### src/rtl/pfc_pkg.sv
package pfc_pkg;
  localparam int FRONT_N = 3;
  localparam int BACK_N  = 5;
  localparam int NUM_STAGES = FRONT_N + BACK_N;

  localparam int ST_F1 = 0;
  localparam int ST_D1 = 2;
  localparam int ST_R1 = 4;
  localparam int ST_W  = 7;

  // fetch half moves unless F1 waits on memory or D1 has nowhere to go
  function automatic logic front_go(input logic f1_wait, input logic d1_vld,
                                    input logic q_full, input logic q_pop);
    return !f1_wait && !(d1_vld && q_full && !q_pop);
  endfunction

  // execute half moves only with no data wait and an instruction to load
  function automatic logic back_go(input logic r1_wait, input logic w_wait,
                                   input logic q_empty);
    return !r1_wait && !w_wait && !q_empty;
  endfunction
endpackage

### src/rtl/pfc_front.sv
module pfc_front
  import pfc_pkg::*;
#(
  parameter int TAG_W = 8
) (
  input  logic               clk,
  input  logic               rst,
  input  logic               adv,
  input  logic               in_vld,
  input  logic [TAG_W-1:0]   in_tag,
  output logic [FRONT_N-1:0] vld,
  output logic [TAG_W-1:0]   out_tag
);
  logic [TAG_W-1:0] tag_q [FRONT_N];

  always_ff @(posedge clk) begin
    if (rst) vld <= '0;
    else if (adv) vld <= {vld[FRONT_N-2:0], in_vld};
  end

  always_ff @(posedge clk) begin
    if (adv) begin
      tag_q[0] <= in_tag;
      for (int i = 1; i < FRONT_N; i++) tag_q[i] <= tag_q[i-1];
    end
  end

  assign out_tag = tag_q[FRONT_N-1];
endmodule

### src/rtl/pfc_queue.sv
module pfc_queue #(
  parameter int DEPTH = 4,
  parameter int TAG_W = 8,
  localparam int CNT_W = $clog2(DEPTH + 1),
  localparam int PTR_W = (DEPTH > 1) ? $clog2(DEPTH) : 1
) (
  input  logic             clk,
  input  logic             rst,
  input  logic             push,
  input  logic             pop,
  input  logic [TAG_W-1:0] wdata,
  output logic [TAG_W-1:0] rdata,
  output logic [CNT_W-1:0] count,
  output logic             full,
  output logic             empty
);
  logic [TAG_W-1:0] mem [DEPTH];
  logic [PTR_W-1:0] wr_ptr, rd_ptr;

  function automatic logic [PTR_W-1:0] bump(input logic [PTR_W-1:0] p);
    return (p == PTR_W'(DEPTH - 1)) ? '0 : p + 1'b1;
  endfunction

  always_ff @(posedge clk) begin
    if (rst) begin
      wr_ptr <= '0;
      rd_ptr <= '0;
      count  <= '0;
    end else begin
      if (push) wr_ptr <= bump(wr_ptr);
      if (pop)  rd_ptr <= bump(rd_ptr);
      count <= count + CNT_W'(push) - CNT_W'(pop);
    end
  end

  always_ff @(posedge clk) begin
    if (push) mem[wr_ptr] <= wdata;
  end

  assign rdata = mem[rd_ptr];
  assign full  = (count == CNT_W'(DEPTH));
  assign empty = (count == '0);
endmodule

### src/rtl/pfc_back.sv
module pfc_back
  import pfc_pkg::*;
#(
  parameter int TAG_W = 8
) (
  input  logic              clk,
  input  logic              rst,
  input  logic              adv,
  input  logic [TAG_W-1:0]  in_tag,
  output logic [BACK_N-1:0] vld,
  output logic [TAG_W-1:0]  d2_tag
);
  always_ff @(posedge clk) begin
    if (rst) begin
      vld    <= '0;
      d2_tag <= '0;
    end else if (adv) begin
      vld    <= {vld[BACK_N-2:0], 1'b1};
      d2_tag <= in_tag;
    end
  end
endmodule

### src/rtl/pipe_freeze_ctrl.sv
module pipe_freeze_ctrl
  import pfc_pkg::*;
#(
  parameter int DEPTH = 4,
  parameter int TAG_W = 8,
  localparam int CNT_W = $clog2(DEPTH + 1)
) (
  input  logic                  clk,
  input  logic                  rst,
  input  logic                  issue_vld,
  input  logic [TAG_W-1:0]      issue_tag,
  input  logic                  prog_rdy,
  input  logic                  rd_rdy,
  input  logic                  wr_rdy,
  output logic                  front_adv,
  output logic                  back_adv,
  output logic                  q_push,
  output logic                  q_pop,
  output logic [CNT_W-1:0]      q_count,
  output logic [NUM_STAGES-1:0] stage_vld,
  output logic [TAG_W-1:0]      d2_tag,
  output logic                  not_avail
);
  logic [FRONT_N-1:0] front_vld;
  logic [BACK_N-1:0]  back_vld;
  logic [TAG_W-1:0]   d1_tag, head_tag;
  logic               q_full, q_empty;

  // named wait events, visible to the bound checker
  logic f1_wait, r1_wait, w_wait;

  assign stage_vld = {back_vld, front_vld};
  assign f1_wait   = stage_vld[ST_F1] && !prog_rdy;
  assign r1_wait   = stage_vld[ST_R1] && !rd_rdy;
  assign w_wait    = stage_vld[ST_W]  && !wr_rdy;

  assign back_adv  = back_go(r1_wait, w_wait, q_empty);
  assign q_pop     = back_adv;
  assign front_adv = front_go(f1_wait, stage_vld[ST_D1], q_full, q_pop);
  assign q_push    = front_adv && stage_vld[ST_D1];
  assign not_avail = q_empty && !r1_wait && !w_wait;

  pfc_front #(.TAG_W(TAG_W)) u_front (
    .clk(clk), .rst(rst), .adv(front_adv), .in_vld(issue_vld),
    .in_tag(issue_tag), .vld(front_vld), .out_tag(d1_tag)
  );

  pfc_queue #(.DEPTH(DEPTH), .TAG_W(TAG_W)) u_queue (
    .clk(clk), .rst(rst), .push(q_push), .pop(q_pop), .wdata(d1_tag),
    .rdata(head_tag), .count(q_count), .full(q_full), .empty(q_empty)
  );

  pfc_back #(.TAG_W(TAG_W)) u_back (
    .clk(clk), .rst(rst), .adv(back_adv), .in_tag(head_tag),
    .vld(back_vld), .d2_tag(d2_tag)
  );
endmodule

### config.mk
export PLATFORM = sky130hd
export DESIGN_NAME = pipe_freeze_ctrl
export DESIGN_NICKNAME = d
export VERILOG_FILES = /design/src/rtl/pfc_pkg.sv /design/src/rtl/pfc_front.sv /design/src/rtl/pfc_queue.sv /design/src/rtl/pfc_back.sv /design/src/rtl/pipe_freeze_ctrl.sv
export SDC_FILE = /design/constraint.sdc
export NUM_CORES = 1
export LEC_CHECK = 0
export ABC_AREA = 0
export BUFFER_PORTS_ARGS = -buffer_cell sky130_fd_sc_hd__buf_2
export CAP_MARGIN = 30
export CORE_MARGIN = 2
export CORE_UTILIZATION = 31
export DETAILED_ROUTE_END_ITERATION = 12
export SLEW_MARGIN = 30
export SYNTH_ARGS = -nofsm -noshare
export SYNTH_HDL_FRONTEND = slang
export SYNTH_SLANG_ARGS = --single-unit
### constraint.sdc
create_clock -name clk -period 4.4 [get_ports clk]
set_input_delay 0.88 -clock clk [delete_from_list [all_inputs] [get_ports clk]]
set_output_delay 0.88 -clock clk [all_outputs]
set_load 0.01 [all_outputs]
==> impl_results.rst <==
.. list-table::
   :header-rows: 1

   * - Metric
     - Value
   * - Largest net degree at the start of global routing
     - 26
   * - Synth area leaders
     - sky130_fd_sc_hd__edfxtp_1 57%, sky130_fd_sc_hd__dfxtp_1 16%, sky130_fd_sc_hd__mux4_2 6.1%
   * - Post-placement cell area
     - 0.00327 mm^2
   * - Detailed placer's ending HPWL
     - 2.76 mm
   * - Final Max Slew Viols
     - 0
   * - Proportion of synthesized chip area in sequential cells
     - 0.728
   * - Worst-path clk slew
     - 0.08 ns
   * - Setup total negative slack
     - 0 ns
   * - Root Buffer Master
     - sky130_fd_sc_hd__clkbuf_8
   * - CTS tree
     - done
   * - Residual antenna-violating net count after detailed routing
     - 0
   * - Number of diodes
     - 0
   * - Fin nets
     - 239
   * - Total congestion overflow
     - 0
   * - Maximum buffer depth of the clock tree
     - 2
   * - Combined area of all synthesized cells
     - 0.00294 mm^2
   * - Number of placed instances, taps included
     - 335
   * - Type of the worst min-delay path
     - register to register
   * - Worst Path Required
     - 3.52 ns
   * - Via count of the first global-routing pass
     - 1437
   * - Count of cells resized by post-cts repair
     - 0
   * - Final std cell area, no fill
     - 0.00346 mm^2
   * - Normalized max-slew margin
     - 0.562
   * - Worst Hold Path Cells
     - 0
   * - Area of the multi-input gates
     - 742 um^2
   * - H-tree depth
     - 3
   * - Post-Synthesis Net Count
     - 196
   * - Clock Sink Count
     - 79
   * - Global-route wire length before repair
     - 7.11 mm
   * - Final estimated routing congestion in global placement
     - 0.724
   * - Final Critical Period
     - 2.81 ns
   * - Syn_area_per_cell
     - 16.9 um^2
   * - Main flop type after synthesis
     - sky130_fd_sc_hd__edfxtp_1
   * - Number of vias per cell
     - 4.12
   * - Storage cell area
     - 0.00214 mm^2
   * - Standby leakage power
     - 1.33 nW
   * - Number of enable flip-flop cells after synthesis
     - 56
   * - Boundary pin count
     - 38
   * - Post-route worst hold slack
     - 0.421 ns
   * - Drt drc
     - 0
   * - Total routing usage reported by global routing
     - 0.0941
   * - Clock latency of the later-clocked register in the worst-skew pair
     - 0.34 ns
   * - Count of buffers from port buffering
     - 37
   * - Post-synthesis async set-or-reset flop share
     - 0
   * - Number of violations of the max-capacitance limit
     - 0
   * - Worst setup path category
     - input pin to output pin
   * - Post-CTS Repair Setup Buffers
     - 0
   * - Setup repair after global routing missed its margin
     - no
   * - Setup clock skew after layout
     - 0.00816 ns
   * - Horizontal extent of the die
     - 101 um
   * - Non-filler instance count after layout
     - 351
   * - Initial Util
     - 0.318
   * - Yosys warns
     - 0
   * - Run status
     - finished clean
   * - Count of fill cells added during filler insertion
     - 878
   * - Die Span Y
     - 101 um
   * - Worst setup timing slack at the placement stage
     - 1.49 ns
   * - First-pass iteration count of the detailed router
     - 5
   * - Total Die Area
     - 0.0103 mm^2
   * - Number of core rows
     - 35
   * - R2r worst-path depth
     - 11
   * - Area of the placeable core
     - 0.00924 mm^2
   * - Wirelength, routed
     - 4.32 mm
   * - Fraction of final layout cells sized beyond drive strength 1
     - 0.297
   * - Distinct cell type count after synthesis
     - 32
   * - Highest clock frequency the design can meet
     - 355 MHz
   * - Actual slew at the worst max-slew pin
     - 0.657 ns
   * - First-iteration detailed-routing DRC count
     - 51
   * - Via total after detailed routing
     - 1445
   * - Post-synth top area share
     - 0.571
   * - Leading area contributor after synthesis
     - sky130_fd_sc_hd__edfxtp_1
   * - Pwr dens
     - 566 mW/mm^2
   * - Cell count after synthesis
     - 174
   * - Synthesis-stage register bit count
     - 79
   * - Final setup fails
     - 0
   * - Fin worst setup slack
     - 1.59 ns
   * - Antenna violations before repair
     - 0
   * - Endpoint type of the worst setup path
     - output pin
   * - Maximum fanout along the worst path
     - 25
   * - Final Cycle Share
     - 0.640
   * - Worst IR Drop VDD
     - 0.228 mV
   * - Worst EP arrival
     - 1.93 ns
   * - Hold Vio Cnt, Final
     - 0
   * - Kind of start point of the critical path
     - input pin
   * - Number of buffers created by CTS
     - 9
   * - Layout overhead on the synthesized area
     - 17.7%
   * - Number of hold buffers added after cts
     - 0
   * - Wire length per cell
     - 12.3 um
## final cells by class
type / instances / area share
clock buffers: 9 / 0.0358
clock inverters: 7 / 0.0206
flip-flops and latches: 79 / 0.618
repair buffers: 39 / 0.0578
well taps: 129 / 0.0466
inverters: 6 / 0.00650
multi-input cells: 82 / 0.214
## path summary, 6_finish.rpt
check                         end  slack (ns)                 from
max                     front_adv        1.59               wr_rdy
min          u_front.tag_q[0][15]        0.42  u_front.tag_q[0][7]
max reg2reg      u_queue.count[2]        2.04     u_queue.count[2]
min reg2reg  u_front.tag_q[0][15]        0.42  u_front.tag_q[0][7]
## critical path, stage by stage
cell	delay [ns]
sky130_fd_sc_hd__buf_2	0.10
sky130_fd_sc_hd__nor2b_4	0.05
sky130_fd_sc_hd__o2111a_1	0.29
sky130_fd_sc_hd__nor2_2	0.10
sky130_fd_sc_hd__buf_4	0.30
sky130_fd_sc_hd__buf_2	0.19
## cell usage in the layout, fill, tap and decap left out
cell and count:
sky130_fd_sc_hd__ha_1 7, sky130_fd_sc_hd__mux4_2 8, sky130_fd_sc_hd__nor3b_1 1, sky130_fd_sc_hd__inv_6 1, sky130_fd_sc_hd__dfxtp_1 23, sky130_fd_sc_hd__nand2_1 1, sky130_fd_sc_hd__nand4b_1 1, sky130_fd_sc_hd__buf_4 2
sky130_fd_sc_hd__nor3_4 1, sky130_fd_sc_hd__nor2_1 21, sky130_fd_sc_hd__nand3_1 1, sky130_fd_sc_hd__o31ai_1 2, sky130_fd_sc_hd__inv_1 6, sky130_fd_sc_hd__xor2_1 1, sky130_fd_sc_hd__nor2b_4 2, sky130_fd_sc_hd__and2_1 1
sky130_fd_sc_hd__buf_2 37, sky130_fd_sc_hd__clkinv_4 2, sky130_fd_sc_hd__bufinv_16 1, sky130_fd_sc_hd__nor2_2 1, sky130_fd_sc_hd__fa_1 1, sky130_fd_sc_hd__clkbuf_8 9, sky130_fd_sc_hd__xnor2_1 1, sky130_fd_sc_hd__o211ai_1 1
sky130_fd_sc_hd__nor3_2 1, sky130_fd_sc_hd__o2111a_1 1, sky130_fd_sc_hd__nor3_1 2, sky130_fd_sc_hd__and3_1 4, sky130_fd_sc_hd__clkinvlp_4 1, sky130_fd_sc_hd__o2111ai_1 1, sky130_fd_sc_hd__a21oi_1 3, sky130_fd_sc_hd__mux2i_1 15
sky130_fd_sc_hd__o21ai_1 1, sky130_fd_sc_hd__edfxtp_1 56, sky130_fd_sc_hd__nor2b_1 3, sky130_fd_sc_hd__clkinv_1 2
## cells in the mapped netlist, types with 2 or more instances
| cell type | instances |
|---|---|
| sky130_fd_sc_hd__edfxtp_1 | 56 |
| sky130_fd_sc_hd__dfxtp_1 | 23 |
| sky130_fd_sc_hd__nor2_1 | 22 |
| sky130_fd_sc_hd__mux2i_1 | 15 |
| sky130_fd_sc_hd__mux4_2 | 8 |
| sky130_fd_sc_hd__ha_1 | 7 |
| sky130_fd_sc_hd__inv_1 | 6 |
| sky130_fd_sc_hd__and3_1 | 4 |
| sky130_fd_sc_hd__a21oi_1 | 3 |
| sky130_fd_sc_hd__clkbuf_1 | 3 |
| sky130_fd_sc_hd__nor2b_1 | 3 |
| sky130_fd_sc_hd__nor2b_4 | 2 |
| sky130_fd_sc_hd__nor3_1 | 2 |
| sky130_fd_sc_hd__o31ai_1 | 2 |
## registers in the layout, summed over array words and instances (netlist names)
register,count
u_back.d2_tag,8
u_queue.rd_ptr,2
u_front.vld,3
u_back.vld,5
u_front.tag_q,24
u_queue.wr_ptr,2
u_queue.count,3
u_queue.mem,32
## routing by layer
layer | wire [um] | GRT usage | up-vias | share of wire
li1 | - | - | 735 | -
met1 | 1950 | 0.114 | 676 | 0.45
met2 | 2060 | 0.146 | 30 | 0.48
met3 | 245 | 0.0462 | 4 | 0.057
met4 | 63 | 0.0343 | 0 | 0.015
met5 | 0 | 0 | - | 0
## where the power goes
group / internal [mW] / total (mW) / switching (mW)
registers: 0.886 / 0.975 / 0.0896
logic: 0.246 / 0.469 / 0.222
clock network: 0.262 / 0.516 / 0.254
total: 1.39 / 1.96 / 0.566
## logic make-up after synthesis
logic type	after synthesis	synth area share
simple gates	40	0.0753
xor+xnor	2	0.00595
flops	79	0.728
buf+inv	13	0.0208
fa+ha+maj	8	0.0366
mux	23	0.112
compound gates	9	0.0213
## metrics by stage
| stage | total power [mW] | util |
|---|---|---|
| after floorplan | 1.34 | - |
| after global placement | 1.46 | 0.354 |
| after detailed placement | 1.47 | 0.354 |
| after CTS | 1.99 | 0.375 |
| after global routing | 2.09 | 0.375 |
| final | 1.96 | 0.375 |
Power figures use the tool's default switching activity.
